File: src/rtl/ps2tx_pkg.sv
package ps2tx_pkg;

  typedef enum logic [1:0] {
    ST_IDLE    = 2'd0,
    ST_INHIBIT = 2'd1,
    ST_REQ     = 2'd2,
    ST_SEND    = 2'd3
  } tx_state_e;

  localparam int unsigned FRAME_LEN = 11;

  function automatic logic odd_parity(input logic [7:0] b);
    return ~(^b);
  endfunction

  // stop, parity, data (LSB lands first), start
  function automatic logic [FRAME_LEN-1:0] build_frame(input logic [7:0] b);
    return {1'b1, odd_parity(b), b, 1'b0};
  endfunction

  function automatic int unsigned us_to_cycles(input int unsigned hz,
                                               input int unsigned us);
    return (hz / 1_000_000) * us;
  endfunction

endpackage

File: src/rtl/ps2tx_line_sync.sv
module ps2tx_line_sync #(
  parameter int N = 2
) (
  input  logic         clk,
  input  logic         rst_n,
  input  logic [N-1:0] raw_i,
  output logic [N-1:0] level_o
);
  for (genvar g = 0; g < N; g++) begin : g_line
    logic meta_q, sync_q;
    always_ff @(posedge clk or negedge rst_n) begin
      if (!rst_n) begin
        meta_q <= 1'b1;
        sync_q <= 1'b1;
      end else begin
        meta_q <= raw_i[g];
        sync_q <= meta_q;
      end
    end
    assign level_o[g] = sync_q;
  end
endmodule

File: src/rtl/ps2tx_edge_det.sv
module ps2tx_edge_det (
  input  logic clk,
  input  logic rst_n,
  input  logic level_i,
  output logic fall_o,
  output logic rise_o
);
  logic prev_q;
  always_ff @(posedge clk or negedge rst_n) begin
    if (!rst_n) prev_q <= 1'b1;
    else        prev_q <= level_i;
  end
  assign fall_o = prev_q & ~level_i;
  assign rise_o = ~prev_q & level_i;
endmodule

File: src/rtl/ps2tx_timer.sv
module ps2tx_timer #(
  parameter int W = 16
) (
  input  logic         clk,
  input  logic         rst_n,
  input  logic         load_i,
  input  logic [W-1:0] load_val_i,
  output logic         zero_o
);
  logic [W-1:0] cnt_q;
  always_ff @(posedge clk or negedge rst_n) begin
    if (!rst_n)              cnt_q <= '0;
    else if (load_i)         cnt_q <= load_val_i;
    else if (cnt_q != '0)    cnt_q <= cnt_q - 1'b1;
  end
  assign zero_o = (cnt_q == '0);
endmodule

File: src/rtl/ps2_host_tx.sv
module ps2_host_tx #(
  parameter int unsigned CLK_HZ     = 50_000_000,
  parameter int unsigned INHIBIT_US = 100,
  parameter int unsigned TIMEOUT_US = 2000,
  parameter int unsigned REQ_CYC    = 16
) (
  input  logic       clk,
  input  logic       rst_n,
  input  logic       tx_valid,
  input  logic [7:0] tx_data,
  output logic       tx_ready,
  input  logic       ps2_clk_i,
  output logic       ps2_clk_oe,
  input  logic       ps2_dat_i,
  output logic       ps2_dat_oe,
  output logic       tx_done,
  output logic       tx_nack,
  output logic       tx_timeout
);
  import ps2tx_pkg::*;

  localparam int unsigned INH_CYC = us_to_cycles(CLK_HZ, INHIBIT_US);
  localparam int unsigned TMO_CYC = us_to_cycles(CLK_HZ, TIMEOUT_US);
  localparam int unsigned MAX_A   = (INH_CYC > TMO_CYC) ? INH_CYC : TMO_CYC;
  localparam int unsigned MAX_CYC = (MAX_A > REQ_CYC) ? MAX_A : REQ_CYC;
  localparam int TW = $clog2(MAX_CYC + 1);
  localparam int CW = $clog2(FRAME_LEN + 1);

  tx_state_e            state_q;
  logic [FRAME_LEN-1:0] sr_q;
  logic [CW-1:0]        fall_cnt_q;

  // named internal events
  logic [1:0]    line_lvl;
  logic          dat_lvl;
  logic          fall_evt, rise_evt, edge_evt;
  logic          in_send, accept, last_fall, tmr_zero, timeout_evt;
  logic          tmr_load;
  logic [TW-1:0] tmr_val;

  ps2tx_line_sync #(.N(2)) u_sync (
    .clk     (clk),
    .rst_n   (rst_n),
    .raw_i   ({ps2_dat_i, ps2_clk_i}),
    .level_o (line_lvl)
  );

  ps2tx_edge_det u_clk_edge (
    .clk     (clk),
    .rst_n   (rst_n),
    .level_i (line_lvl[0]),
    .fall_o  (fall_evt),
    .rise_o  (rise_evt)
  );

  ps2tx_timer #(.W(TW)) u_timer (
    .clk        (clk),
    .rst_n      (rst_n),
    .load_i     (tmr_load),
    .load_val_i (tmr_val),
    .zero_o     (tmr_zero)
  );

  assign dat_lvl     = line_lvl[1];
  assign edge_evt    = fall_evt | rise_evt;
  assign in_send     = (state_q == ST_SEND);
  assign tx_ready    = (state_q == ST_IDLE);
  assign accept      = tx_valid & tx_ready;
  assign last_fall   = in_send & fall_evt & (fall_cnt_q == CW'(FRAME_LEN - 1));
  assign timeout_evt = in_send & tmr_zero & ~edge_evt;

  always_comb begin
    tmr_load = 1'b0;
    tmr_val  = '0;
    if (accept) begin
      tmr_load = 1'b1;
      tmr_val  = TW'(INH_CYC - 1);
    end else if (state_q == ST_INHIBIT && tmr_zero) begin
      tmr_load = 1'b1;
      tmr_val  = TW'(REQ_CYC - 1);
    end else if ((state_q == ST_REQ && tmr_zero) || (in_send && edge_evt)) begin
      tmr_load = 1'b1;
      tmr_val  = TW'(TMO_CYC - 1);
    end
  end

  always_ff @(posedge clk or negedge rst_n) begin
    if (!rst_n) begin
      state_q    <= ST_IDLE;
      sr_q       <= '1;
      fall_cnt_q <= '0;
      tx_done    <= 1'b0;
      tx_nack    <= 1'b0;
      tx_timeout <= 1'b0;
    end else begin
      tx_done    <= 1'b0;
      tx_nack    <= 1'b0;
      tx_timeout <= 1'b0;
      unique case (state_q)
        ST_IDLE: if (accept) begin
          sr_q       <= build_frame(tx_data);
          fall_cnt_q <= '0;
          state_q    <= ST_INHIBIT;
        end
        ST_INHIBIT: if (tmr_zero) state_q <= ST_REQ;
        ST_REQ:     if (tmr_zero) state_q <= ST_SEND;
        ST_SEND: begin
          if (last_fall) begin
            state_q <= ST_IDLE;
            tx_done <= ~dat_lvl;
            tx_nack <= dat_lvl;
          end else if (fall_evt) begin
            sr_q       <= {1'b1, sr_q[FRAME_LEN-1:1]};
            fall_cnt_q <= fall_cnt_q + 1'b1;
          end else if (timeout_evt) begin
            state_q    <= ST_IDLE;
            tx_timeout <= 1'b1;
          end
        end
        default: state_q <= ST_IDLE;
      endcase
    end
  end

  assign ps2_clk_oe = (state_q == ST_INHIBIT) | (state_q == ST_REQ);
  assign ps2_dat_oe = (state_q == ST_REQ) | (in_send & ~sr_q[0]);

endmodule

File: config.mk
export PLATFORM = sky130hd
export DESIGN_NAME = ps2_host_tx
export DESIGN_NICKNAME = d
export VERILOG_FILES = /design/src/rtl/ps2tx_pkg.sv /design/src/rtl/ps2tx_line_sync.sv /design/src/rtl/ps2tx_edge_det.sv /design/src/rtl/ps2tx_timer.sv /design/src/rtl/ps2_host_tx.sv
export SDC_FILE = /design/constraint.sdc
export NUM_CORES = 1
export LEC_CHECK = 0
export ABC_AREA = 1
export BUFFER_PORTS_ARGS = -buffer_cell sky130_fd_sc_hd__buf_2
export CAP_MARGIN = 5
export CELL_PAD_IN_SITES_DETAIL_PLACEMENT = 2
export CELL_PAD_IN_SITES_GLOBAL_PLACEMENT = 2
export CORE_MARGIN = 1.5
export CORE_UTILIZATION = 36
export DETAILED_ROUTE_END_ITERATION = 10
export HOLD_SLACK_MARGIN = 0.1
export PLACE_DENSITY = 0.76
export SYNTH_ARGS = -nofsm -noshare
export SYNTH_HDL_FRONTEND = slang
export SYNTH_SLANG_ARGS = --single-unit
File: constraint.sdc
create_clock -name clk -period 2.2 [get_ports clk]
set_input_delay 0.11 -clock clk [delete_from_list [all_inputs] [get_ports clk]]
set_output_delay 0.11 -clock clk [all_outputs]
set_load 0.02 [all_outputs]
Word-level counts from Yosys, hierarchy flattened
Index checks and enable logic that the tools add are counted.
{"block": "op_classes", "reduce_logical": 12, "n_mux": 31, "n_bitwise": 17, "addsub": 2, "eq_ne": 11}
{"operator": "17-bit two-way mux", "n": 5}
{"operator": "11-bit two-way mux", "n": 3}
{"operator": "11-bit one-hot mux with 2 select lines", "n": 1}
{"operator": "17-bit zero test", "n": 1}
{"operator": "17-bit nonzero test", "n": 1}
{"operator": "17-bit by 1-bit subtractor with 17-bit output, second input constant", "n": 1}
{"operator": "2-bit two-way mux", "n": 6}
{"operator": "4-bit two-way mux", "n": 3}
{"operator": "1-bit two-way mux", "n": 11}
{"operator": "1-bit bitwise AND", "n": 8}
{"operator": "2-bit != test, second input constant", "n": 4}
{"operator": "2-bit one-hot mux with 4 select lines", "n": 1}
{"operator": "4-bit one-hot mux with 2 select lines", "n": 1}
{"operator": "8-bit XOR reduction", "n": 1}
{"operator": "1-bit inverter", "n": 6}
{"operator": "5-bit AND reduction", "n": 1}
{"operator": "4-bit by 1-bit adder with 4-bit output, second input constant", "n": 1}
{"operator": "2-bit equality test, second input constant", "n": 2}
{"operator": "4-bit equality test, second input constant", "n": 1}
{"operator": "4-bit AND reduction", "n": 1}
{"operator": "2-bit nonzero test", "n": 2}
{"operator": "1-bit logical AND", "n": 3}
{"operator": "3-bit by 1-bit != test with 1-bit output, second input constant", "n": 1}
{"operator": "3-bit by 2-bit != test with 1-bit output, second input constant", "n": 1}
{"operator": "5 further kinds", "n": 7}
{"block": "totals", "word_cells": 85, "regBits": 42, "inputBits": 13, "output_inout_bits": 6}

Longest topological paths before layout
{"block": "depth", "word_depth": 9, "depth_mapped": 13}

Cells and area by module
Synthesis repeated with hierarchy kept, for this count alone.
{"block": "unflattened", "hier_cells": 348, "area_unflattened_um2": 2645.0}
{"mod": "ps2_host_tx", "area_each_um2": 1302.5, "instances": 1, "cells_per_inst": 167, "seq_area_each_um2": 488.0}
{"mod": "ps2tx_timer", "area_each_um2": 1181.1, "instances": 1, "cells_per_inst": 170, "seq_area_each_um2": 425.4}
{"mod": "ps2tx_line_sync", "area_each_um2": 120.1, "instances": 1, "cells_per_inst": 6, "seq_area_each_um2": 105.1}
{"mod": "ps2tx_edge_det", "area_each_um2": 41.3, "instances": 1, "cells_per_inst": 5, "seq_area_each_um2": 26.3}

Worst setup path before layout
Ideal clock, no wire load.
{"block": "synth_timing", "kind": "reg2reg", "from": "register u_timer.cnt_q[0]", "to": "register state_q[1]", "slack_ps": 560, "n_path_buf": 1, "period_less_slack_ps": 1640, "stages_incl_launch_ff": 13, "arrival_time_ps": 1524, "path_cell_list": "dfrtp_1 > inv_1 > ha_1 > inv_1 > nor2_1 > nand2_1 > nor2_4 > nand2_4 > buf_6 > o211ai_4 > nand2_2 > nand2_1 > nand2_1"}
{"block": "synth_between", "elab_chain_cells": 5, "elab_cells_between_ends": 7}
{"element": "from (decl)", "line": "ps2tx_timer.sv:10", "source": "logic [W-1:0] cnt_q;"}
{"element": "from (signal assigned)", "line": "ps2tx_timer.sv:13", "source": "else if (load_i) cnt_q <= load_val_i;"}
{"element": "from (signal assigned)", "line": "ps2tx_timer.sv:14", "source": "else if (cnt_q != '0) cnt_q <= cnt_q - 1'b1;"}
{"element": "17-bit zero test *", "line": "ps2tx_timer.sv:16", "source": "assign zero_o = (cnt_q == '0);"}
{"element": "1-bit bitwise AND (2 in a row)", "line": "ps2_host_tx.sv:70", "source": "assign timeout_evt = in_send & tmr_zero & ~edge_evt;"}
{"element": "3-bit by 1-bit != test with 1-bit output (no source line)"}
{"element": "5-bit AND reduction (no source line) *"}
{"element": "to (signal assigned)", "line": "ps2_host_tx.sv:89", "source": "state_q <= ST_IDLE;"}
{"element": "to (signal assigned)", "line": "ps2_host_tx.sv:103", "source": "state_q <= ST_INHIBIT;"}
{"element": "to (signal assigned)", "line": "ps2_host_tx.sv:105", "source": "ST_INHIBIT: if (tmr_zero) state_q <= ST_REQ;"}
{"element": "to (decl)", "line": "ps2_host_tx.sv:29", "source": "tx_state_e state_q;"}
Every way passes the cells marked *; elsewhere a longest branch is shown, timed or not.
A chain may end at the register's enable or synchronous reset.

Worst setup path in the final report
{"block": "layout_timing", "from": "register state_q[0]", "to": "register sr_q[6]"}
{"block": "layout_between", "elab_chain_cells": 5, "elab_cells_between_ends": 11}
{"element": "2-bit equality test", "line": "ps2_host_tx.sv:66, ps2_host_tx.sv:99"}
{"element": "1-bit bitwise AND (2 in a row)", "line": "ps2_host_tx.sv:69", "source": "assign last_fall = in_send & fall_evt & (fall_cnt_q == CW'(FRAME_LEN - 1));"}
{"element": "2-bit != test (no source line)"}
{"element": "4-bit AND reduction (no source line)"}
{"element": "to (signal assigned)", "line": "ps2_host_tx.sv:101", "source": "sr_q <= build_frame(tx_data);"}
{"element": "to (signal assigned)", "line": "ps2_host_tx.sv:113", "source": "sr_q <= {1'b1, sr_q[FRAME_LEN-1:1]};"}
{"element": "to (decl)", "line": "ps2_host_tx.sv:30", "source": "logic [FRAME_LEN-1:0] sr_q;"}
Parallel ways exist; a longest one is shown, timed or not.

==> summary.txt <==
Logic synthesis
  – Post-Syn Area: 2360 um^2
  – Ys async rst share: 100%
  – Top FF cell, synth: dfrtp_1
  – Post-Syn Instances: 276
  – Netlist cell types: 33
  – Top-count cell post-synth: nand2_1
  – Top post-synthesis cells by area: dfrtp_1, dfstp_2, nand2_1
  – Post-synth EDFFs: 0
  – Dominant cell type by area after synthesis: dfrtp_1
  – Register bit total from synthesis: 41
  – Syn Nets: between 200 and 300
  – Post-synth top cells: nand2_1, nor2_1, dfrtp_1
  – Yosys top cell area share: 27.6%
  – Synth warn: 0
  – Sequential area share after synthesis: 44.3%
  – Syn_area_per_cell: 8.54 um^2

Critical path
  – CP Launch Type: flop
  – Reg-to-Reg Start: state_q[0]
  – Critical Path Source: state_q[0]
  – CP peak stage delay: 430 ps
  – Worst endpoint required time: between 2000 and 2500 ps
  – Most used cell, CP: nand2_1
  – Max Fanout on Critical Path: 13
  – Worst path cell trace: ha_2 > nand2_1 > inv_1 > nand2_1 > nand2_1 > nand2_2 > inv_2 > nand2_2 > o22ai_1 > nor2_1
  – CP delay by family, top: simple AND/OR/NAND/NOR gates
  – Worst Path Arrival: between 2000 and 2500 ps
  – Worst path bufs/invs: 2
  – Critical path class: flop to flop
  – Worst Setup End Kind: flop
  – Worst path slowest cell: dfrtp_1

Placed design
  – Pre-CTS worst setup slack: 104 ps
  – Port bufs: 18
  – DP HPWL: between 4000 and 5000 um
  – GPL Wtd Cong: 0.763

Layout
  – Fill cell count: about 740
  – Area growth syn-to-layout: 14.3%
  – Layout cells sized above 1: 24.0%
  – ANT cells: 0
  – Final layout net count: 325
  – Final Util: 42.4%

Clocking
  – CTS tree: done
  – H-Tree Depth: 2
  – Clock root cell: clkbuf_8
  – CTS sink cnt: 41
  – Num CTS Buffers: 5
  – Maximum clock path buffer count: 2
  – Clock Latency Late Sink: 300 ps
  – Clock-pin slew on the worst setup and hold paths: 80 ps

Pwr
  – Max IR drop VDD: 0.000620 V
  – P_leak: about 1.3 nW
  – Pwr Density: 1310 nW/um^2

Global routing
  – Total gr overflow: 0
  – Initial antenna violation count: 0
  – Gr usage total: 19.9%
  – Largest net degree at the start of global routing: 42
  – Number of global-route vias before repair: 2124
  – Global-route wire length before repair: 11000 um

STA
  – Final-report hold violation count: 0
  – Fmax: ~530 MHz
  – Final WS setup: 303 ps
  – Hold slack: between 100 and 150 ps
  – Final setup vio count: 0
  – Max-slew violations: 0
  – RSZ-0062 raised after global routing: no
  – Clk_skew: 8.69 ps
  – Worst rel slew slack: 35.9%
  – Least-Margin Pin Slew: 961 ps
  – Fin Setup TNS: 0 ps
  – Clock period minus worst slack: ~1900 ps
  – Final worst-path cycle share: 86.2%

Routing
  – Post-DR vias/cell: 5.17
  – Final wirelength: 6420 um
  – Number of remaining DRC errors: 0
  – Vias: a little under 2k
  – Drt wl/cell: 16.9 um
  – Starting DRT DRC Count: 37
  – Final ANT Viol Nets: 0
  – First-pass DRT Iterations: 6

Floorplanning
  – Starting Density: 37.1%
  – Die ar.: 7040 um^2
  – Die Ht: between 80 and 90 um
  – Site Rows: 29
  – Core area: 6350 um^2
  – IO Count: 19
  – Chip width: 83.9 um

Run
  – Max cap viols: 0

Hold path
  – Hold WC Path Type: input pin to flop
  – Worst Hold Launch: tx_data[5]

Run status
  – Status: finished clean
## final timing paths
kind	endpoint	slack [ps]	cells after the start
worst max-delay path	sr_q[6]	300	10
worst min-delay path	sr_q[6]	100	3
worst max register to register	sr_q[6]	300	10
worst min register to register	u_sync.g_line[1].sync_q	360	0
max in group asynchronous	u_timer.cnt_q[12]	1100	2
min in group asynchronous	u_timer.cnt_q[13]	490	2
## power breakdown
group / total (W) / internal (W) / switching, W / leakage, nW
Clock: 0.000645 / 0.000370 / 0.000275 / 0.0585
Sequential: 0.00133 / 0.00108 / 0.000250 / 0.488
Combinational: 0.00156 / 0.000545 / 0.00101 / 0.736
Total: 0.00353 / 0.00200 / 0.00154 / 1.28
## flip-flops by register name, indices dropped and copies added (netlist names)
| signal | count |
|---|---|
| u_timer.cnt_q | 17 |
| sr_q | 10 |
| fall_cnt_q | 4 |
| state_q | 2 |
| u_sync.g_line.meta_q | 2 |
| u_sync.g_line.sync_q | 2 |
| tx_done | 1 |
| tx_nack | 1 |
| tx_timeout | 1 |
| u_clk_edge.prev_q | 1 |
## final cells by class
class,instances,area [um^2],share of cell area (%)
clock inverters,1,30.0,1.11
inverters,26,97.6,3.62
flip-flops and latches,41,1040,38.8
repair buffers,24,145,5.39
clock buffers,7,86.3,3.20
multi-input cells,205,1190,44.3
well taps,77,96.3,3.58
## metal layers
| layer | wire length, um | share of wire (%) | vias up | GRT usage, % |
|---|---|---|---|---|
| met1 | 3220 | 50 | 1003 | 28.3 |
| met3 | 139 | 2.2 | 4 | 3.96 |
| met2 | 3000 | 47 | 16 | 31.3 |
| li1 | - | - | 946 | - |
| met5 | 0 | 0 | - | 0 |
| met4 | 61 | 0.95 | 0 | 4.62 |
## worst min-delay path, stage by stage
cell    delay (ps)
buf_2          110
nor2_1         110
nor2_1          60
## cells in the final DEF, fill, tap and decap left out, drive strengths merged, types with 9 or more instances in the layout
master / synthesis / layout
inv: 26 / 26
ha: 9 / 9
dfrtp: 26 / 26
nand3: 20 / 20
nand2: 62 / 62
nor2: 59 / 59
dfstp: 15 / 15
a21oi: 10 / 10
buf: 4 / 20
## metrics by stage
stage | cells | power (W) | area [um^2]
CTS | 381 | 0.00356 | 2690
finish | 381 | 0.00353 | 2690
global route | 381 | 0.00383 | 2690
floorplan | 276 | 0.00243 | 2360
detailed placement | 369 | 0.00286 | 2530
global placement | 369 | 0.00280 | 2530
## cell families after synthesis
group                      synth area share, %
AOI/OAI and AO/OA                         7.75
xor gates and xnor gates                  5.95
adders and majority gates                 4.78
buffers and inverters                     5.31
DFF                                       44.3
and+or+nand+nor                           31.9
## what timing repair did
| action | in CTS | in global routing |
|---|---|---|
| setup buffers | 0 | 0 |
| gates resized for setup | 0 | 3 |
| setup endpoints to repair | 0 | 10 |
| hold buffers | 4 | 0 |
| endpoints found under the hold margin | 29 | 0 |
Power figures use the tool's default switching activity.
